[src/rtl/hypenv_pkg.sv]
package hypenv_pkg;
  localparam int FENCE_W     = 8;
  localparam int SET_W       = 4;
  localparam int NUM_SETS    = FENCE_W / SET_W;
  // bit offsets inside one ordering set (successor at 0, predecessor at SET_W)
  localparam int OFS_DEV_IN  = 3;
  localparam int OFS_DEV_OUT = 2;
  localparam int OFS_MEM_RD  = 1;
  localparam int OFS_MEM_WR  = 0;
  localparam int FLAG_BIT    = 0;
endpackage

[src/rtl/hypenv_rst_sync.sv]
module hypenv_rst_sync (
  input  logic clk,
  input  logic rst_n,
  output logic rst_sync_n
);
  logic stage1_q;
  logic stage2_q;

  always_ff @(posedge clk or negedge rst_n) begin
    if (!rst_n) begin
      stage1_q <= 1'b0;
      stage2_q <= 1'b0;
    end else begin
      stage1_q <= 1'b1;
      stage2_q <= stage1_q;
    end
  end

  assign rst_sync_n = stage2_q;
endmodule

[src/rtl/hypenv_cfg_reg.sv]
module hypenv_cfg_reg #(
  parameter int          XLEN     = 64,
  parameter int          AW       = 12,
  parameter logic [11:0] CFG_ADDR = 12'h60A,
  parameter logic [11:0] HI_ADDR  = 12'h61A
) (
  input  logic            clk,
  input  logic            rst_n,
  input  logic [AW-1:0]   addr,
  input  logic            we,
  input  logic            re,
  input  logic [XLEN-1:0] wdata,
  output logic [XLEN-1:0] rdata,
  output logic            unmapped,
  output logic            flag
);
  import hypenv_pkg::*;

  localparam logic [AW-1:0] CFG_A = AW'(CFG_ADDR);
  localparam logic [AW-1:0] HI_A  = AW'(HI_ADDR);

  logic hit_cfg;
  logic hit_hi;
  logic access;
  logic hi_present;
  logic flag_en;
  logic flag_d;
  logic flag_q;

  assign hit_cfg = (addr == CFG_A);
  assign hit_hi  = (addr == HI_A);
  assign access  = we | re;

  generate
    if (XLEN == 32) begin : g_hi_half
      assign hi_present = 1'b1;
    end else begin : g_no_hi_half
      assign hi_present = 1'b0;
    end
  endgenerate

  // next state
  always_comb begin
    flag_en = we & hit_cfg;
    flag_d  = flag_q;
    if (flag_en) flag_d = wdata[FLAG_BIT];
  end

  // register
  always_ff @(posedge clk or negedge rst_n) begin
    if (!rst_n)       flag_q <= 1'b0;
    else if (flag_en) flag_q <= flag_d;
  end

  // read path: the high half and all reserved bits read as zero
  always_comb begin
    rdata = '0;
    if (re && hit_cfg) rdata[FLAG_BIT] = flag_q;
  end

  assign unmapped = access & hit_hi & ~hi_present;
  assign flag     = flag_q;

  p_write_lands_r2: assert property (@(posedge clk) disable iff (!rst_n)
    (we && hit_cfg) |=> (flag_q == $past(wdata[FLAG_BIT])));
  p_hold_without_write_r10: assert property (@(posedge clk) disable iff (!rst_n)
    !(we && hit_cfg) |=> $stable(flag_q));
  p_unmapped_reads_zero_r9: assert property (@(posedge clk) disable iff (!rst_n)
    unmapped |-> (rdata == '0));
  p_reserved_zero_r3: assert property (@(posedge clk) disable iff (!rst_n)
    (rdata[XLEN-1:1] == '0));
endmodule

[src/rtl/hypenv_fence_widen.sv]
module hypenv_fence_widen (
  input  logic [hypenv_pkg::FENCE_W-1:0] fence_in,
  input  logic                           widen_en,
  output logic [hypenv_pkg::FENCE_W-1:0] fence_out
);
  import hypenv_pkg::*;

  for (genvar g = 0; g < NUM_SETS; g++) begin : g_set
    localparam int B = g * SET_W;
    assign fence_out[B+OFS_DEV_IN]  = fence_in[B+OFS_DEV_IN];
    assign fence_out[B+OFS_DEV_OUT] = fence_in[B+OFS_DEV_OUT];
    assign fence_out[B+OFS_MEM_RD]  = fence_in[B+OFS_MEM_RD]
                                    | (widen_en & fence_in[B+OFS_DEV_IN]);
    assign fence_out[B+OFS_MEM_WR]  = fence_in[B+OFS_MEM_WR]
                                    | (widen_en & fence_in[B+OFS_DEV_OUT]);
  end
endmodule

[src/rtl/hyp_envcfg_fence.sv]
module hyp_envcfg_fence #(
  parameter int          XLEN     = 64,
  parameter int          AW       = 12,
  parameter logic [11:0] CFG_ADDR = 12'h60A,
  parameter logic [11:0] HI_ADDR  = 12'h61A
) (
  input  logic            clk,
  input  logic            rst_n,
  input  logic [AW-1:0]   csr_addr,
  input  logic            csr_we,
  input  logic            csr_re,
  input  logic [XLEN-1:0] csr_wdata,
  output logic [XLEN-1:0] csr_rdata,
  output logic            csr_unmapped,
  input  logic            virt_mode,
  input  logic [7:0]      fence_in,
  output logic [7:0]      fence_out
);
  logic rst_sync_n;
  logic flag;
  logic widen_en;

  hypenv_rst_sync u_rst (
    .clk        (clk),
    .rst_n      (rst_n),
    .rst_sync_n (rst_sync_n)
  );

  hypenv_cfg_reg #(
    .XLEN     (XLEN),
    .AW       (AW),
    .CFG_ADDR (CFG_ADDR),
    .HI_ADDR  (HI_ADDR)
  ) u_reg (
    .clk      (clk),
    .rst_n    (rst_sync_n),
    .addr     (csr_addr),
    .we       (csr_we),
    .re       (csr_re),
    .wdata    (csr_wdata),
    .rdata    (csr_rdata),
    .unmapped (csr_unmapped),
    .flag     (flag)
  );

  assign widen_en = flag & virt_mode;

  hypenv_fence_widen u_widen (
    .fence_in  (fence_in),
    .widen_en  (widen_en),
    .fence_out (fence_out)
  );

  p_passthrough_r4: assert property (@(posedge clk) disable iff (!rst_sync_n)
    !(flag && virt_mode) |-> (fence_out == fence_in));
  p_only_adds_r7: assert property (@(posedge clk) disable iff (!rst_sync_n)
    ((fence_out & fence_in) == fence_in));
  p_unmapped_keeps_flag_r9: assert property (@(posedge clk) disable iff (!rst_sync_n)
    csr_unmapped |=> $stable(flag));
  p_quiet_when_idle_r11: assert property (@(posedge clk) disable iff (!rst_sync_n)
    !(csr_we || csr_re) |-> !csr_unmapped);
endmodule

[config.mk]
export PLATFORM = sky130hd
export DESIGN_NAME = hyp_envcfg_fence
export DESIGN_NICKNAME = d
export VERILOG_FILES = /design/src/rtl/hypenv_pkg.sv /design/src/rtl/hypenv_rst_sync.sv /design/src/rtl/hypenv_cfg_reg.sv /design/src/rtl/hypenv_fence_widen.sv /design/src/rtl/hyp_envcfg_fence.sv
export SDC_FILE = /design/constraint.sdc
export NUM_CORES = 1
export LEC_CHECK = 0
export BUFFER_PORTS_ARGS = -buffer_cell sky130_fd_sc_hd__buf_2
export CAP_MARGIN = 10
export CORE_AREA = 2 2 62 64
export CTS_BUF_LIST = sky130_fd_sc_hd__clkbuf_8
export DETAILED_ROUTE_END_ITERATION = 7
export DIE_AREA = 0 0 64 66
export PLACE_DENSITY_LB_ADDON = 0.1
export SYNTH_ARGS = -nofsm -noshare
export SYNTH_HDL_FRONTEND = slang
export SYNTH_SLANG_ARGS = --single-unit
[constraint.sdc]
create_clock -name clk -period 1.2 [get_ports clk]
set_input_delay 0.3 -clock clk [delete_from_list [all_inputs] [get_ports clk]]
set_output_delay 0.3 -clock clk [all_outputs]
set_load 0.005 [all_outputs]
==> results.md, run 1 <==
- Critical path class: in -> out
- WHS: 0.00307 ns
- Reg2reg start: u_reg.flag$_DFFE_PN0P_
- Global-route wire length before repair: 1510 µm
- Global placement routability congestion: 0.635
- Number of enable-type register cells in the synthesized netlist: 0
- Number of DRC markers in iteration 0: 1
- Area growth from synthesis to layout: 9.36%
- Vias: 493
- Placed instance area: just under 700 µm²
- Overall Global Routing Usage: 0.0501
- Slew Viols, Final: 0
- Die Span X: 64 µm
- Top-count cell post-synth: buf_4
- WP data required: 0.90 ns
- Initial core utilization: 0.199
- Top Metal Used: met4
- Leakage power: 0.478 nW
- Largest delay contributor family on the critical path: simple AND/OR/NAND/NOR gates
- Worst clock skew: roughly 0.00055 ns
- Number of cells in the finished layout apart from fillers: 173
- Remaining Overflow, GRT: 0
- Half-perimeter wire length of the detailed placement result: 1060 µm
- Worst Hold Class: reg -> async
- Number of buffers and inverters on the critical path: 2
- Via count normalized by instance count: 2.85
- Startpoint class of the critical path: input port
- Number of iterations in the first detailed-routing pass: 2
- Largest fanout on the critical path: 2
- Antenna diode count: 0
- Pin count of the biggest net entering global routing: 7
- Length of routed met3 wiring: approximately 260 µm
- Die Outline Area: 4220 µm²
- CP Cell Sequence: buf_6 -> and4bb_1 -> nand3_2 -> nor3_2 -> buf_2
- Row count: 22
- Yosys reg bits: 3
- Io pins: 162
- Cell types with the largest area share after synthesis: buf_4 (71%), dfrtp_1 (11%), a31o_2 (4.9%), and4bb_1 (3.5%), nor3_4 (2.3%)
- Clock edge transition at the registers on the reported setup and hold paths: 0.03 ns
- Clk network pwr share: 0.536
- CTS tree: built
- Area of all placed cells without fillers: 774 µm²
- Proportion of register bits with asynchronous set or reset after synthesis: 1.00
- RSZ-0062 raised after global routing: true
- Most area-hungry cell type in the Yosys netlist: buf_4
- Post-route clock period utilization: 1.10
- Die height: 66 µm
- Final critical-path required period: 1.32 ns
- Comb power frac: 0.260
- Total power: about 0.52 mW
- Switching portion of total power: 0.274
- Critical path endpoint category: output port
- Core area: 3550 µm²
- Number of buffer cells added on primary ports: 35
- Detailed-route wire length per cell: 6.49 µm
- Total Nets Final: 215
- Slowest Stage Delay on Critical Path: 0.30 ns
- Slowest cell on the critical path: and4bb_1
- Routed length on met1: 294 µm
- Num Clock Sinks: 3
- Cell count after synthesis: 87
- Number of instances in the placed design: between 150 and 200
- Maximum resistive drop on vdd: 0.247 mV
- Most common library cells after synthesis: buf_4 (67), a31o_2 (4), dfrtp_1 (3)
- Antenna violations before repair: 0
- Run status: finished, violations left
- Count of nets left with antenna violations after detail routing: 0
- Distinct cell type count of the synthesized netlist: 14
- Crit path DAT: 1.02 ns
- Area of the mapped netlist: 708 µm²
- Vias in the first global route: 388
- Number of design rule violations left after detail routing: 0
- Part of the power in registers: 0.204
- Internal Pwr Total: 0.381 mW
- Count of H-tree levels built during CTS: 1
- Number of maximum-capacitance constraint violations: 0
- Clk Tree Root Cell: clkbuf_8
- Portion of the post-synthesis area used by sequential elements: 0.106
- Worst setup slack for register-to-register paths: 0.35 ns
- Top flip-flop cell by instance count after synthesis: dfrtp_1
- Inserted Clock Buffers: 3
- R2R cell count: 1
- Max Clk Rate: 0.760 GHz
- P_sw: 0.144 mW
- Area share of the largest cell type after synthesis: 0.710
- Setup-failing EPs final: 6
- Largest buffer count on any clock path: 2
- Violated checks: setup timing
- Final-layout fill cell count: just over 400
- Routed length on met2: 556 µm
- Mean post-synth cell area: just over 8 µm²
- Post-layout worst setup margin: -0.115 ns
- Warnings, synthesis: 0
- Layout cells sized above 1: 0.392
- Final number of hold-violating endpoints: 0
- PwrDens: slightly below 700 nW/µm²
- Clock latency reported for the late side of the worst-skew pair: 0.21 ns
- Post-Route WL: 1120 µm
- Reg-to-Reg End: u_reg.flag$_DFFE_PN0P_
- Accumulated negative setup slack: -0.529 ns
==> worst max path at each step <==
stage	cells past startpoint	slack, ns	start	endpoint
5_1_grt	5	-0.16	csr_addr[8]	csr_rdata[0]
2_1_floorplan	3	0.04	csr_addr[2]	csr_rdata[0]
3_5_place_dp	5	-0.20	csr_addr[2]	csr_rdata[0]
3_3_place_gp	5	-0.20	csr_addr[2]	csr_rdata[0]
6_report	5	-0.12	csr_addr[8]	csr_rdata[0]
4_1_cts	5	-0.12	csr_addr[8]	csr_rdata[0]
==> layout by cell type, fill, tap and decap left out, drive strengths merged <==
| cell type | netlist | routed |
|---|---|---|
| o21ai | 1 | 1 |
| nor2b | 1 | 1 |
| nand3 | 1 | 1 |
| nor3 | 2 | 2 |
| dlygate4sd3 | 0 | 1 |
| clkbuf | 0 | 3 |
| inv | 0 | 1 |
| mux2 | 1 | 1 |
| and4bb | 2 | 2 |
| a31o | 4 | 4 |
| nand2 | 1 | 1 |
| nand4 | 1 | 1 |
| buf | 67 | 38 |
| nor2 | 1 | 1 |
| conb | 2 | 64 |
| dfrtp | 3 | 3 |
==> final cells by class <==
class	instances	area [µm²]	area share
clock inverters	1	3.75	0.00485
flip-flops and latches	3	76.3	0.0985
multi-input cells	79	373	0.481
clock buffers	3	41.3	0.0533
repair buffers	39	220	0.284
well taps	48	60.1	0.0775
==> sequential cells by signal (all words and copies together), names as in the netlist <==
name	cells
u_rst.stage1_q	1
u_reg.flag	1
u_rst.rst_sync_n	1
==> cells by family after synthesis <==
logic type,Yosys count,share of synthesized area
compound gates,5,0.0565
buf+inv,67,0.710
flops,3,0.106
mux,1,0.0159
other cells,2,0.0106
simple gates,9,0.101
==> power groups by stage <==
stage | registers (mW) | logic, mW | clock network [mW]
floorplan | 0.108 | 0.219 | 0
global placement | 0.108 | 0.122 | 0
detailed placement | 0.108 | 0.123 | 0
CTS | 0.107 | 0.133 | 0.290
global route | 0.108 | 0.157 | 0.307
finish | 0.107 | 0.136 | 0.281
==> metal layers <==
metal | GRT usage | up-vias
li1 | - | 224
met5 | 0 | -
met2 | 0.0807 | 65
met4 | 0.0489 | 0
met3 | 0.0307 | 2
met1 | 0.0420 | 202
==> per-stage QoR <==
stage | utilization | setup WS [ns]
after floorplan | - | 0.0418
final | 0.218 | -0.115
after global routing | 0.218 | -0.156
after detailed placement | 0.192 | -0.201
after global placement | 0.192 | -0.200
after CTS | 0.218 | -0.119
==> what timing repair did <==
| item | 4_1_cts | 5_1_grt |
|---|---|---|
| buffers inserted | 2 | 0 |
| hold buffers | 1 | 0 |
| setup endpoints to repair | 6 | 7 |
| hold endpoints to repair | 2 | 0 |
| pin swaps | 5 | 0 |
| resized for setup | 5 | 0 |
No activity file was read; power rests on OpenSTA's default activity.
==> inputs of run 2 (changes only) <==
Settings changed: ABC_AREA set to 1.
==> run 2 against run 1 <==
Hold slack got worse by 0.0032 ns. Critical path type is now reg -> out. The run ends with hold timing, setup timing left. Via count rose by 4.3%. Register-to-register slack improved by 0.17 ns. Clock power about the same. Sequential share of layout area is 0.31 points lower. First-iteration DRC count unchanged. Sequential cell count stayed put. Synthesized cell count up 11%.
==> results.md, run 2 <==
- Run status: finished, violations left (unchanged)
- Violated checks: hold timing, setup timing (was setup timing)
- Critical path class: reg -> out (was in -> out)
- Antenna diode count: 0 (unchanged)
- Die Outline Area: 4220 µm² (unchanged)
- Setup Buffers After CTS: 0 (was 2)
- Clock edge transition at the registers on the reported setup and hold paths: 0.03 ns (about the same)
- Row count: 22 (unchanged)
- Number of cells in the finished layout apart from fillers: 182 (was 173)
- Final number of hold-violating endpoints: 1 (was 0)
- Io pins: 162 (unchanged)
- Number of buffer cells added on primary ports: 35 (unchanged)
- Distinct cell type count of the synthesized netlist: 15 (was 14)
- Setup slack at placement: -0.0837 ns (was -0.201 ns)
- Post-route clock period utilization: 1.07 (was 1.10)
- Overall Global Routing Usage: 0.0451 (was 0.0501)
- RSZ-0062 raised after global routing: true (unchanged)
- Core area: 3550 µm² (unchanged)
- Number of DRC markers in iteration 0: 1 (unchanged)
- Cell count after synthesis: 97 (was 87)
- CTS tree: built (unchanged)
- Clk Tree Root Cell: clkbuf_8 (unchanged)
- Leakage power: 0.480 nW (was 0.478 nW)
- Area of the mapped netlist: 736 µm² (was 708 µm²)
- Global placement routability congestion: 0.656 (was 0.635)
- Count of H-tree levels built during CTS: 1 (unchanged)
- Initial core utilization: 0.207 (was 0.199)
- Proportion of register bits with asynchronous set or reset after synthesis: 1.00 (unchanged)
- Clock latency reported for the late side of the worst-skew pair: 0.21 ns (about the same)
- Maximum resistive drop on vdd: 0.582 mV (was 0.247 mV)
- Slowest Stage Delay on Critical Path: 0.44 ns (was 0.30 ns)
- Vias in the first global route: 367 (was 388)
- Accumulated negative setup slack: -0.415 ns (was -0.529 ns)
- Worst clock skew: 0.00106 ns (was 0.000552 ns)
- Final-layout fill cell count: 404 (was 413)
- Critical path endpoint category: output port (unchanged)
- Worst Hold Class: reg -> async (unchanged)
- Number of design rule violations left after detail routing: 0 (unchanged)
- Number of iterations in the first detailed-routing pass: 4 (was 2)
- Startpoint class of the critical path: flip-flop (was input port)
- Half-perimeter wire length of the detailed placement result: 1060 µm (about the same)
- Antenna violations before repair: 0 (unchanged)
- Post-Route WL: 1190 µm (was 1120 µm)
- Die height: 66 µm (unchanged)
- WHS: -0.000172 ns (was 0.00307 ns)
- Most frequent standard cell in the layout excluding fill and tap cells: conb_1 (unchanged)
- Setup-failing EPs final: 6 (unchanged)
- Via count normalized by instance count: 2.82 (was 2.85)
- Number of instances in the placed design: 177 (was 166)
- Leading cell types in the layout, fill and taps excluded: conb_1 (64), buf_2 (33), nand2_1 (6) (was conb_1 (64), buf_2 (33), a31o_2 (4))
- Pin count of the biggest net entering global routing: 7 (unchanged)
- Die Span X: 64 µm (unchanged)
- Count of nets left with antenna violations after detail routing: 0 (unchanged)
- Yosys reg bits: 3 (unchanged)
- Remaining Overflow, GRT: 0 (unchanged)
- Warnings, synthesis: 0 (unchanged)
- Max Clk Rate: 0.775 GHz (was 0.760 GHz)
- Total Nets Final: 224 (was 215)
- WP data required: 0.90 ns (about the same)
- Crit path DAT: 0.99 ns (was 1.02 ns)
- Portion of the post-synthesis area used by sequential elements: 0.102 (was 0.106)
- CP Cell Sequence: a31o_2 -> buf_2 (was buf_6 -> and4bb_1 -> nand3_2 -> nor3_2 -> buf_2)
- Top-count cell post-synth: buf_4 (unchanged)
- Cell types with the largest area share after synthesis: buf_4 (68%), dfrtp_1 (10%), a31o_2 (4.8%), nand2_1 (3.6%), nor2_1 (2.0%) (was buf_4 (71%), dfrtp_1 (11%), a31o_2 (4.9%), and4bb_1 (3.5%), nor3_4 (2.3%))
- Slew Viols, Final: 0 (unchanged)
- Layout cells sized above 1: 0.396 (was 0.392)
- Number of enable-type register cells in the synthesized netlist: 0 (unchanged)
- PwrDens: 667 nW/µm² (was 677 nW/µm²)
- Final critical-path required period: 1.29 ns (was 1.32 ns)
- Number of buffers and inverters on the critical path: 1 (was 2)
- Mean post-synth cell area: 7.58 µm² (was 8.14 µm²)
- Number of maximum-capacitance constraint violations: 0 (unchanged)
- Vias: 514 (was 493)
- Inserted Clock Buffers: 3 (unchanged)
- Post-layout worst setup margin: -0.0899 ns (was -0.115 ns)
- Detailed-route wire length per cell: 6.54 µm (was 6.49 µm)
- Top flip-flop cell by instance count after synthesis: dfrtp_1 (unchanged)
- Largest delay contributor family on the critical path: flip-flops (was simple AND/OR/NAND/NOR gates)
- Slowest cell on the critical path: dfrtp_2 (was and4bb_1)
- Total power: 0.534 mW (was 0.524 mW)
- Area growth from synthesis to layout: 8.67% (was 9.36%)
- Global-route wire length before repair: 1470 µm (was 1510 µm)
- Largest fanout on the critical path: 6 (was 2)
- Largest buffer count on any clock path: 2 (unchanged)
- Num Clock Sinks: 3 (unchanged)
- Area share of the largest cell type after synthesis: 0.684 (was 0.710)
- Most area-hungry cell type in the Yosys netlist: buf_4 (unchanged)
- Most common library cells after synthesis: buf_4 (67), nand2_1 (7), a31o_2 (4), nor2_1 (4), dfrtp_1 (3) (was buf_4 (67), a31o_2 (4), dfrtp_1 (3))
-- run 2: cell count changes after synthesis, sizes merged --
cell | before | now
and4bb | 2 | 0
inv | 0 | 1
mux2 | 1 | 0
nand2 | 1 | 7
nand3 | 1 | 2
nor2 | 1 | 6
o211ai | 0 | 1
o21ai | 1 | 0
-- run 2: cell families (layout without fill, tap and decap cells) --
logic type             count (synthesis)  after routing  synth area share
other                                  2             64            0.0102
buffers and inverters                 68             43             0.689
AO/OA/AOI/OAI                          5              5            0.0578
flip-flops                             3              3             0.102
AND/OR/NAND/NOR                       19             19             0.141
-- run 2: layer usage --
layer	vias to the layer above	global-route usage	wire length, µm
li1	247	-	-
met1	223	0.0490	397
met2	44	0.0755	656
met3	0	0.0221	136
met4	0	0.0163	0
met5	-	0	0
-- run 2: worst paths after layout --
kind	depth (start not counted)	slack, ns	from	end
max in group asynchronous	2	0.69	rst_n	u_rst.stage1_q$_DFF_PN0_
worst max register to register	2	0.52	u_reg.flag$_DFFE_PN0P_	u_reg.flag$_DFFE_PN0P_
min in group clk	0	0.34	u_rst.stage1_q$_DFF_PN0_	u_rst.rst_sync_n$_DFF_PN0_
worst max-delay path	2	-0.09	u_reg.flag$_DFFE_PN0P_	fence_out[1]
worst min register to register	0	-0.0002	u_rst.rst_sync_n$_DFF_PN0_	u_reg.flag$_DFFE_PN0P_
worst min-delay path	0	-0.0002	u_rst.rst_sync_n$_DFF_PN0_	u_reg.flag$_DFFE_PN0P_
-- run 2: worst reg2reg max path, stage by stage, from the launching register on --
cell	delay, ns
dfrtp_2	0.44
nand2_1	0.08
nand2_1	0.04
-- run 2: repair_timing --
action	CTS	global route
hold buffers	1	0
pin swaps	2	0
cloned	0	0
gates resized for setup	5	2
setup endpoints to repair	6	6
endpoints found under the hold margin	2	0
-- run 2: layout make-up --
type                       instances  area, µm²  area share
sequential                         3       76.3      0.0955
clock buffer                       3       41.3      0.0516
clock inverter                     1       3.75     0.00469
inverter                           1       3.75     0.00469
multi-input combinational         88        402       0.502
timing repair buffer              38        213       0.266
tap                               48       60.1      0.0751
-- run 2: power by group --
| group | leakage (nW) | switching (mW) | internal, mW |
|---|---|---|---|
| registers | 0.0356 | 0.00124 | 0.105 |
| clock network | 0.0269 | 0.0637 | 0.217 |
| logic | 0.417 | 0.0866 | 0.0591 |
| total | 0.480 | 0.152 | 0.382 |
-- run 2: through the flow --
| stage | instance area (µm²) | hold WS, ns | util |
|---|---|---|---|
| after floorplan | 968 | -0.00566 | - |
| after global placement | 716 | -0.000212 | 0.202 |
| after detailed placement | 716 | -0.00308 | 0.202 |
| after CTS | 791 | 0.00334 | 0.223 |
| after global routing | 800 | 0.00638 | 0.225 |
| final | 800 | -0.000172 | 0.225 |
